==> config.mk <==
export PLATFORM = sky130hd
export DESIGN_NAME = sem_latch_pair
export DESIGN_NICKNAME = d
export VERILOG_FILES = /design/src/rtl/sem_latch_pkg.sv /design/src/rtl/sem_latch_ctrl.sv /design/src/rtl/sem_latch_cell.sv /design/src/rtl/sem_latch_datapath.sv /design/src/rtl/sem_latch_pair.sv
export SDC_FILE = /design/constraint.sdc
export NUM_CORES = 1
export LEC_CHECK = 0
export ABC_AREA = 0
export CORE_MARGIN = 2
export CORE_UTILIZATION = 46
export CTS_CLUSTER_DIAMETER = 100
export DETAILED_ROUTE_END_ITERATION = 8
export PLACE_DENSITY = 0.83
export RECOVER_POWER = 50
export SKIP_CTS_REPAIR_TIMING = 1
export SLEW_MARGIN = 40
export SYNTH_ARGS = -nofsm -noshare
export SYNTH_HDL_FRONTEND = slang
export SYNTH_SLANG_ARGS = --single-unit
==> constraint.sdc <==
create_clock -name clk -period 1.92 [get_ports clk]
set_input_delay 0.48 -clock clk [delete_from_list [all_inputs] [get_ports clk]]
set_output_delay 0.48 -clock clk [all_outputs]
set_load 0.01 [all_outputs]
==> src/rtl/sem_latch_pkg.sv <==
package sem_latch_pkg;

  // Holder of one semaphore.
  typedef enum logic [1:0] {
    SEM_FREE  = 2'd0,
    SEM_LEFT  = 2'd1,
    SEM_RIGHT = 2'd2
  } semOwner_e;

  // Strobes from control to datapath, one set per port.
  typedef struct packed {
    logic rd;   // capture the semaphore view into the read register
    logic req;  // claim (data bit 0 written as 0)
    logic rel;  // release or withdraw (data bit 0 written as 1)
  } portStrobe_t;

  localparam int NUM_PORTS = 2;
  localparam int PORT_L    = 0;
  localparam int PORT_R    = 1;

endpackage

==> src/rtl/sem_latch_ctrl.sv <==
module sem_latch_ctrl
  import sem_latch_pkg::*;
#(
  parameter int ADDR_W = 14,
  parameter int DATA_W = 16,
  parameter int SEM_AW = 3
) (
  input  logic [NUM_PORTS-1:0]             sel,
  input  logic [NUM_PORTS-1:0]             memEn,
  input  logic [NUM_PORTS-1:0]             we,
  input  logic [NUM_PORTS-1:0][ADDR_W-1:0] addr,
  input  logic [NUM_PORTS-1:0][DATA_W-1:0] wdata,
  output portStrobe_t [NUM_PORTS-1:0]      strobe,
  output logic [NUM_PORTS-1:0][SEM_AW-1:0] semIdx
);

  logic [NUM_PORTS-1:0] active;

  for (genvar p = 0; p < NUM_PORTS; p++) begin : g_port
    logic unusedHigh;

    assign active[p]     = sel[p] & ~memEn[p];
    assign strobe[p].rd  = active[p] & ~we[p];
    assign strobe[p].req = active[p] &  we[p] & ~wdata[p][0];
    assign strobe[p].rel = active[p] &  we[p] &  wdata[p][0];
    assign semIdx[p]     = addr[p][SEM_AW-1:0];

    // Address bits above the semaphore index and data bits above bit 0 have no effect.
    assign unusedHigh = ^{addr[p][ADDR_W-1:SEM_AW], wdata[p][DATA_W-1:1]};
  end

endmodule

==> src/rtl/sem_latch_cell.sv <==
module sem_latch_cell
  import sem_latch_pkg::*;
(
  input  logic clk,
  input  logic rstN,
  input  logic reqL,
  input  logic relL,
  input  logic reqR,
  input  logic relR,
  output logic viewL,
  output logic viewR
);

  semOwner_e owner, ownerNext;
  logic      waiting, waitingNext;   // claim held for the non-owner

  always_comb begin
    ownerNext   = owner;
    waitingNext = waiting;
    unique case (owner)
      SEM_FREE: begin
        if (reqL) begin
          ownerNext   = SEM_LEFT;
          waitingNext = reqR;
        end else if (reqR) begin
          ownerNext   = SEM_RIGHT;
          waitingNext = 1'b0;
        end
      end
      SEM_LEFT: begin
        if (relL) begin
          ownerNext   = ((waiting && !relR) || reqR) ? SEM_RIGHT : SEM_FREE;
          waitingNext = 1'b0;
        end else if (reqR) begin
          waitingNext = 1'b1;
        end else if (relR) begin
          waitingNext = 1'b0;
        end
      end
      SEM_RIGHT: begin
        if (relR) begin
          ownerNext   = ((waiting && !relL) || reqL) ? SEM_LEFT : SEM_FREE;
          waitingNext = 1'b0;
        end else if (reqL) begin
          waitingNext = 1'b1;
        end else if (relL) begin
          waitingNext = 1'b0;
        end
      end
      default: begin
        ownerNext   = SEM_FREE;
        waitingNext = 1'b0;
      end
    endcase
  end

  always_ff @(posedge clk or negedge rstN) begin
    if (!rstN) begin
      owner   <= SEM_FREE;
      waiting <= 1'b0;
    end else begin
      owner   <= ownerNext;
      waiting <= waitingNext;
    end
  end

  assign viewL = (owner != SEM_LEFT);
  assign viewR = (owner != SEM_RIGHT);

endmodule

==> src/rtl/sem_latch_datapath.sv <==
module sem_latch_datapath
  import sem_latch_pkg::*;
#(
  parameter int NUM_SEM = 8,
  parameter int DATA_W  = 16,
  parameter int SEM_AW  = 3
) (
  input  logic                             clk,
  input  logic                             rstN,
  input  portStrobe_t [NUM_PORTS-1:0]      strobe,
  input  logic [NUM_PORTS-1:0][SEM_AW-1:0] semIdx,
  output logic [NUM_PORTS-1:0][DATA_W-1:0] rdata,
  output logic [NUM_SEM-1:0]               viewL,
  output logic [NUM_SEM-1:0]               viewR
);

  for (genvar i = 0; i < NUM_SEM; i++) begin : g_sem
    logic hitL, hitR;
    assign hitL = (semIdx[PORT_L] == SEM_AW'(i));
    assign hitR = (semIdx[PORT_R] == SEM_AW'(i));

    sem_latch_cell u_cell (
      .clk   (clk),
      .rstN  (rstN),
      .reqL  (strobe[PORT_L].req & hitL),
      .relL  (strobe[PORT_L].rel & hitL),
      .reqR  (strobe[PORT_R].req & hitR),
      .relR  (strobe[PORT_R].rel & hitR),
      .viewL (viewL[i]),
      .viewR (viewR[i])
    );
  end

  logic [NUM_PORTS-1:0][NUM_SEM-1:0] portView;
  assign portView[PORT_L] = viewL;
  assign portView[PORT_R] = viewR;

  for (genvar p = 0; p < NUM_PORTS; p++) begin : g_read
    always_ff @(posedge clk or negedge rstN) begin
      if (!rstN) begin
        rdata[p] <= '1;
      end else if (strobe[p].rd) begin
        rdata[p] <= {DATA_W{portView[p][semIdx[p]]}};
      end
    end
  end

endmodule

==> src/rtl/sem_latch_pair.sv <==
module sem_latch_pair
  import sem_latch_pkg::*;
#(
  parameter int NUM_SEM = 8,
  parameter int ADDR_W  = 14,
  parameter int DATA_W  = 16
) (
  input  logic              clk,
  input  logic              rstN,
  input  logic              lSel,
  input  logic              lMemEn,
  input  logic              lWe,
  input  logic [ADDR_W-1:0] lAddr,
  input  logic [DATA_W-1:0] lWdata,
  output logic [DATA_W-1:0] lRdata,
  input  logic              rSel,
  input  logic              rMemEn,
  input  logic              rWe,
  input  logic [ADDR_W-1:0] rAddr,
  input  logic [DATA_W-1:0] rWdata,
  output logic [DATA_W-1:0] rRdata
);

  localparam int SEM_AW = (NUM_SEM > 1) ? $clog2(NUM_SEM) : 1;

  portStrobe_t [NUM_PORTS-1:0]      strobe;
  logic [NUM_PORTS-1:0][SEM_AW-1:0] semIdx;
  logic [NUM_PORTS-1:0][DATA_W-1:0] rdata;
  logic [NUM_SEM-1:0]               viewL, viewR;

  sem_latch_ctrl #(
    .ADDR_W (ADDR_W),
    .DATA_W (DATA_W),
    .SEM_AW (SEM_AW)
  ) u_ctrl (
    .sel    ({rSel, lSel}),
    .memEn  ({rMemEn, lMemEn}),
    .we     ({rWe, lWe}),
    .addr   ({rAddr, lAddr}),
    .wdata  ({rWdata, lWdata}),
    .strobe (strobe),
    .semIdx (semIdx)
  );

  sem_latch_datapath #(
    .NUM_SEM (NUM_SEM),
    .DATA_W  (DATA_W),
    .SEM_AW  (SEM_AW)
  ) u_dp (
    .clk    (clk),
    .rstN   (rstN),
    .strobe (strobe),
    .semIdx (semIdx),
    .rdata  (rdata),
    .viewL  (viewL),
    .viewR  (viewR)
  );

  assign lRdata = rdata[PORT_L];
  assign rRdata = rdata[PORT_R];

endmodule

==> impl_metrics.py, run 1 <==
metrics = {
    "routing": {
        "ant_nets": 0,
        "num_vias": 3125,
        "wl_per_cell_um": 17.17,
        "firstDrtPassIters": 6,
        "drc_errors": 0,
        "drt_iter0_markers": 345,
        "wirelength_um": 8618,
        "viasPerCell": 6.225,
    },
    "worst_setup_path": {
        "end_kind": "output port",
        "rr_startpoint": "u_dp.g_sem[1].u_cell.owner[0]",
        "cp_top_family": "flip-flops",
        "required_ps": 1440,
        "cp.depth": 1,
        "critical_path.max_stage_delay_ps": 570,
        "worstPathCellList": "clkdlybuf4s50_1",
        "critical_path.slowest_cell": "dfstp_2",
        "r2r_cells": 5,
        "worst-path-max-fanout": 4,
        "r2r-end": "u_dp.rdata[16]",
        "worstSetupPathType": "reg2out",
        "cp_data_arrival_time_ps": 1380,
        "rrSetupSlack_ps": 130,
        "start_kind": "flop",
        "path_buf_inv": 1,
    },
    "min_path": {
        "min-delay-start": "u_dp.g_sem[0].u_cell.owner[0]",
        "holdPathEnd": "u_dp.g_sem[0].u_cell.owner[1]",
        "holdPathStages": 1,
        "worstHoldPathType": "reg2reg",
    },
    "sta": {
        "hold_ws_ps": 601.3,
        "rsz0062_at_grt": "no",
        "fin_skew_ps": 8.940,
        "min_period_ps": 1859,
        "slew_headroom_pct": 54.84,
        "fin_ws_ps": 60.63,
        "worst_slew_pin_slew_ps": 677.4,
        "period_share_pct": 96.84,
        "finalMaxSlewViolations": 0,
        "hold_viol_final": 0,
        "fmax_mhz": 537.8,
        "setup_viol_count_final": 0,
    },
    "placement": {
        "portBuffers": 47,
        "dp_slack_ps": -512.6,
        "dpl.cell_count": 489,
        "gp_congestion": 0.9595,
        "dp_hpwl_um": 6093,
    },
    "synth": {
        "synth_edf_count": 0,
        "avgSynthCellArea_um2": 7.678,
        "ys_seq_area_share_pct": 24.17,
        "async_flop_share_pct": 100.0,
        "yosys_warnings": 0,
        "synth_area_um2": 2703,
        "netlist_instances": 352,
        "synth.distinct_cells": 71,
        "yosys_register_bits": 26,
        "ys.flop_type": "dfrtp_1",
        "syn-num-nets": 420,
    },
    "floorplanning": {
        "ioPinCount": 100,
        "die_w_um": 80.65,
        "die-area_um2": 6504,
        "core_area_um2": 5574,
        "dieHeight_um": 80.65,
        "start_util_pct": 48.48,
        "row_count": 27,
    },
    "global_route": {
        "grt_max_degree": 27,
        "grt_pass1_wl_um": 12630,
        "antenna_found_initial": 0,
        "gr-total-overflow": 0,
        "grtUsageTotal_pct": 24.53,
        "grt_pass1_vias": 2758,
    },
    "power_and_ir_drop": {
        "p_leak_nw": 1.719,
        "combPwrFrac_pct": 54.0,
        "p_sw_mw": 1.059,
        "power_density_nw_per_um2": 704.1,
        "irDropWorstVdd_v": 0.0005418,
        "pwr-share-clk_pct": 14.1,
        "internal_power_mw": 1.615,
        "switching_share_pct": 39.60,
        "seqPwrFrac_pct": 31.9,
    },
    "cells_and_area": {
        "stdcell_count": 502,
        "multi_input_area_um2": 1779,
        "syn_to_final_growth_pct": 40.46,
        "fillerInstances": 418,
        "drive_above_1_share_pct": 27.67,
        "fin_nets": 499,
        "ff_latch_area_um2": 653.1,
        "antenna_cells": 0,
    },
    "cts": {
        "htreeDepth": 1,
        "cts_root_buf": "clkbuf_8",
        "cts_tree": "yes",
        "cts.reportedPaths.clkPinSlew_ps": 100,
        "clock_latency_ps": 280,
        "clkSinkCount": 26,
        "cts_buffers": 3,
        "clock_path_buffers": 2,
    },
    "flow_run": {
        "max_cap_viol_count": 0,
    },
    "outcome": {
        "outcome": "completed",
    },
}
==> how the worst max path moves through the flow <==
stage,end,slack (ps),start
6_report,lRdata[13],60,u_dp.rdata[0]
4_1_cts,u_dp.g_sem[1].u_cell.waiting,-210,rAddr[1]
3_3_place_gp,u_dp.g_sem[1].u_cell.waiting,-470,rAddr[1]
2_1_floorplan,u_dp.g_sem[5].u_cell.owner[0],40,lAddr[1]
5_1_grt,u_dp.g_sem[1].u_cell.waiting,4,rAddr[1]
3_5_place_dp,u_dp.g_sem[1].u_cell.waiting,-510,rAddr[1]
==> metrics by stage <==
step | setup TNS (ps) | cell area [um^2] | power (mW) | util (%)
after floorplan | 0 | 2703 | 1.803 | -
after global placement | -9049 | 3488 | 2.196 | 62.58
after detailed placement | -9889 | 3488 | 2.247 | 62.58
after CTS | -6418 | 3543 | 2.631 | 63.57
after global routing | 0 | 3796 | 2.828 | 68.10
final | 0 | 3796 | 2.673 | 68.10
==> synth_stat cells (all sizes together) (3+ instances only) <==
cell type  number  area share (%)
a31oi           8             1.9
and3            4            0.93
o21ai          17             3.1
dfrtp          24              22
nand4b          4             1.3
clkbuf         14             1.9
mux4            3             2.5
o31ai           8             2.2
nand3          12             2.2
or3             7             1.6
nor3           10             1.9
a211oi          6             1.7
o211ai          7             2.1
buf            43              11
nand3b          3            0.83
a21boi          3            0.83
o32ai           4             1.3
a21oi          26             4.8
nand4           5             1.2
nor2b           8             1.9
nor3b           8             2.4
and3b           3            0.97
nand4bb         3             1.2
nand2          27             3.8
inv             7            0.97
nor2           30             4.2
nand2b         12             3.1
==> placed cells by master, fill, tap and decap left out, types with 7 or more instances in the layout <==
cell type	netlist	final
a21oi_1	26	26
nand2b_1	11	11
buf_4	31	76
nand2_1	26	26
o21ai_0	15	15
nor2b_1	8	7
nor3_1	10	8
clkdlybuf4s25_1	0	13
o31ai_1	8	8
dlymetal6s2s_1	0	30
dfrtp_1	24	24
nor3b_1	7	7
nor2_1	30	26
nand3_1	12	12
==> cell type report <==
class,count,area share (%)
clock buffer,4,1.450
inverter,7,0.6922
multi-input combinational,262,46.87
sequential,26,17.21
tap,72,2.373
timing repair buffer,131,31.41
==> state kept, by name, summed over array words and instances (netlist names) <==
name / cells
u_dp.rdata: 2
u_dp.g_sem.u_cell.waiting: 8
u_dp.g_sem.u_cell.owner: 16
==> metal layers <==
| metal | track usage (%) | vias up | part of all wire (%) |
|---|---|---|---|
| li1 | - | 1433 | - |
| met4 | 6.610 | 0 | 2.9 |
| met2 | 42.33 | 198 | 48 |
| met3 | 3.483 | 27 | 8.6 |
| met5 | 0 | - | 0 |
| met1 | 31.92 | 1467 | 41 |
==> cells by family (layout without fill, tap and decap cells) <==
logic type                after synthesis  count (layout)  synth area share, %
DFF                                    26              26                24.17
buffers and inverters                  64             142                13.93
AOI/OAI and AO/OA                     105             105                26.02
and+or+nand+nor                       149             149                31.57
muxes                                   5               5                3.333
xor gates and xnor gates                3               3               0.9724
==> power by group through the flow <==
stage / Sequential, mW / Clock, mW / Combinational, mW
2_1_floorplan: 0.799 / 0 / 1.00
3_3_place_gp: 0.880 / 0 / 1.32
3_5_place_dp: 0.890 / 0 / 1.36
4_1_cts: 0.880 / 0.388 / 1.36
5_1_grt: 0.867 / 0.408 / 1.55
6_report: 0.852 / 0.376 / 1.44
Note: power is estimated with default switching activity, not from simulation.
==> inputs of run 2 (changes only) <==
--- a/config.mk
+++ b/config.mk
@@ -7,13 +7,13 @@
 export LEC_CHECK = 0
 export ABC_AREA = 0
 export CORE_MARGIN = 2
-export CORE_UTILIZATION = 46
+export CORE_UTILIZATION = 44
 export CTS_CLUSTER_DIAMETER = 100
 export DETAILED_ROUTE_END_ITERATION = 8
-export PLACE_DENSITY = 0.83
+export PLACE_DENSITY = 0.82
 export RECOVER_POWER = 50
-export SKIP_CTS_REPAIR_TIMING = 1
 export SLEW_MARGIN = 40
 export SYNTH_ARGS = -nofsm -noshare
 export SYNTH_HDL_FRONTEND = slang
+export SYNTH_HIERARCHICAL = 1
 export SYNTH_SLANG_ARGS = --single-unit
==> run 2 against run 1 <==
Critical path depth is 5 higher. Routed wire length is 30% lower. Clock skew is 6.0 ps lower. Highest routed layer unchanged. Worst setup slack worse by 48 ps. Global-route usage is 5.9 points lower. Via count is 25% lower. Total power is 38% lower. Maximum frequency is 2.5% lower. First-iteration DRC count is 45% lower.
==> impl_metrics.py, run 2 <==
metrics = {
    "sta": {
        "fin_skew_ps": 2.925,
        "hold_viol_final": 0,
        "setup_viol_count_final": 0,
        "slew_headroom_pct": 54.97,
        "fin_setup_tns_ps": 0,
        "hold_ws_ps": 576.9,
        "period_share_pct": 99.35,
        "min_period_ps": 1908,
        "worst_slew_pin_slew_ps": 675.5,
        "rsz0062_at_grt": "yes",
        "finalMaxSlewViolations": 0,
        "fmax_mhz": 524.2,
    },
    "cells_and_area": {
        "regMostFlops": "u_dp/g_sem.u_cell/owner",
        "syn_to_final_growth_pct": 25.85,
        "largest_reg_flops": 16,
        "largestRegisters": "u_dp/g_sem.u_cell/owner x16, u_dp/g_sem.u_cell/waiting x8, u_dp/rdata x2",
        "layout.cells.most_common": "buf_4",
        "final_cell_mix": "36 x buf_4, 32 x dlygate4sd2_1, 28 x nand2_1",
        "antenna_cells": 0,
        "post-route-util_pct": 56.34,
        "fillerInstances": 462,
        "fin_nets": 412,
        "drive_above_1_share_pct": 22.81,
    },
    "power_and_ir_drop": {
        "internal_power_mw": 1.090,
        "p_sw_mw": 0.5683,
        "power_density_nw_per_um2": 544.7,
        "switching_share_pct": 34.26,
        "irDropWorstVdd_v": 0.0002806,
        "seqPwrFrac_pct": 42.5,
        "pwr-share-clk_pct": 18.4,
        "p_leak_nw": 1.180,
        "combPwrFrac_pct": 39.1,
    },
    "worst_setup_path": {
        "cp_data_arrival_time_ps": 2040,
        "rrSetupSlack_ps": 460,
        "path_buf_inv": 1,
        "start_kind": "primary input",
        "critical_path.max_stage_delay_ps": 600,
        "critical_path.slowest_cell": "clkdlybuf4s50_1",
        "worstSetupPathType": "in2reg",
        "startpoint": "rAddr[0]",
        "r2r_cells": 4,
        "r2r-end": "u_dp/rdata[16]",
        "cp_top_family": "simple AND/OR/NAND/NOR gates",
        "crit_path_frequent_cell": "o211ai_1",
        "end_kind": "flop",
        "rr_startpoint": "u_dp/g_sem[4].u_cell/owner[0]",
        "worst-path-max-fanout": 7,
        "cp.depth": 6,
        "required_ps": 2050,
        "worstPathCellList": "clkdlybuf4s50_1, or2b_1, nor2_1, nor3_1, o211ai_1, o211ai_1",
        "crit_path_end": "u_dp/g_sem[5].u_cell/waiting",
    },
    "cts": {
        "cts_root_buf": "clkbuf_8",
        "clock_path_buffers": 2,
        "htreeDepth": 1,
        "cts_tree": "yes",
        "clkSinkCount": 26,
        "cts.reportedPaths.clkPinSlew_ps": 90,
        "clock_latency_ps": 260,
        "cts_buffers": 3,
    },
    "routing": {
        "wl_per_cell_um": 14.51,
        "drc_errors": 0,
        "wirelength_um": 6007,
        "drt_iter0_markers": 190,
        "num_vias": 2334,
        "viasPerCell": 5.638,
        "ant_nets": 0,
        "firstDrtPassIters": 5,
    },
    "synth": {
        "synth.distinct_cells": 28,
        "yosys_register_bits": 26,
        "yosys_warnings": 6,
        "netlist_instances": 300,
        "synth_common_cells": "36 x buf_4, 33 x nand2_1, 24 x dfrtp_1, 24 x nor2_1, 20 x nor3b_1",
        "async_flop_share_pct": 100.0,
        "synth_area_um2": 2420,
        "ys.flop_type": "dfrtp_1",
        "yosys.cell_count.top_type": "buf_4",
        "synth_top_area_share_pct": 24.82,
        "ys_seq_area_share_pct": 26.99,
        "avgSynthCellArea_um2": 8.066,
        "yosys-top-cells-area": "dfrtp_1 25%, buf_4 11%, nor3b_1 6.2%, nand2_1 5.1%, o211ai_1 5.0%",
        "synth_edf_count": 0,
        "yosys.area.top_type": "dfrtp_1",
        "syn-num-nets": 368,
    },
    "floorplanning": {
        "core_area_um2": 5405,
        "dieHeight_um": 78.16,
        "row_count": 27,
        "ioPinCount": 100,
        "die-area_um2": 6109,
        "start_util_pct": 44.77,
        "die_w_um": 78.16,
    },
    "global_route": {
        "grt_pass1_vias": 2119,
        "grt_pass1_wl_um": 9397,
        "gr-total-overflow": 0,
        "antenna_found_initial": 0,
        "grt_max_degree": 27,
        "grtUsageTotal_pct": 18.65,
    },
    "outcome": {
        "outcome": "completed",
    },
    "min_path": {
        "worstHoldPathType": "reg2reg",
    },
    "placement": {
        "dp_hpwl_um": 4256,
        "portBuffers": 47,
        "gp_congestion": 0.9309,
    },
    "flow_run": {
        "max_cap_viol_count": 0,
    },
}
[run 2: kinds of logic (layout without fill, tap and decap cells)]
group                  after synthesis  in the layout  share of synthesized area (%)
AO/OA/AOI/OAI                       68             68                          17.79
AND/OR/NAND/NOR                    137            137                          31.39
buffers and inverters               57             99                          17.32
flip-flops                          26             26                          26.99
multiplexers                        12             12                          6.515
[run 2: final cells by class]
class,instances,area [um^2],share of cell area (%)
Sequential cell,26,653.1,21.45
Inverter,8,30.03,0.9860
Timing Repair Buffer,88,752.0,24.69
Clock buffer,3,41.29,1.356
Multi-Input combinational cell,217,1479,48.56
Tap cell,72,90.09,2.958
[run 2: worst min-delay path by stage]
stage	from	depth (start not counted)	end
after global routing	u_dp/g_sem[6].u_cell/waiting	2	u_dp/g_sem[6].u_cell/waiting
after floorplan	rstN	0	u_dp/g_sem[0].u_cell/owner[0]
final	u_dp/g_sem[0].u_cell/waiting	2	u_dp/g_sem[0].u_cell/waiting
after CTS	u_dp/g_sem[0].u_cell/waiting	2	u_dp/g_sem[0].u_cell/waiting
after global placement	u_dp/g_sem[6].u_cell/waiting	2	u_dp/g_sem[6].u_cell/waiting
after detailed placement	u_dp/g_sem[0].u_cell/waiting	2	u_dp/g_sem[0].u_cell/waiting
[run 2: repair_timing]
item | in CTS | in global routing
pin swaps | 0 | 8
hold endpoints to repair | 0 | 0
endpoints found under the setup margin | 32 | 22
resized for setup | 33 | 41
buffers inserted | 4 | 0
hold buffers | 0 | 0
[run 2: metrics by stage]
step	power, mW	setup WS (ps)	cell area [um^2]	cells
floorplan	1.196	175.1	2420	300
global placement	1.377	-284.4	2877	408
detailed placement	1.398	-285.6	2877	408
CTS	1.675	5.350	2918	415
global route	1.762	-43.55	3045	414
finish	1.659	12.43	3045	414
[run 2: power groups by stage]
stage	Clock (mW)	Combinational (mW)	Sequential [mW]
after global placement	0	0.645	0.732
after floorplan	0	0.481	0.715
after detailed placement	0	0.659	0.738
final	0.306	0.649	0.704
after CTS	0.327	0.643	0.705
after global routing	0.338	0.709	0.715
[run 2: layer usage]
| metal | wire length (um) | GRT usage, % |
|---|---|---|
| met1 | 2621 | 24.59 |
| met2 | 2918 | 31.72 |
| met3 | 366 | 1.954 |
| met4 | 100 | 6.667 |
| met5 | 0 | 0 |
[run 2: tightest hold or removal path, stage by stage (launching register included)]
cell and delay (ps):
dfrtp_1 370, o211ai_1 90, o211ai_1 80
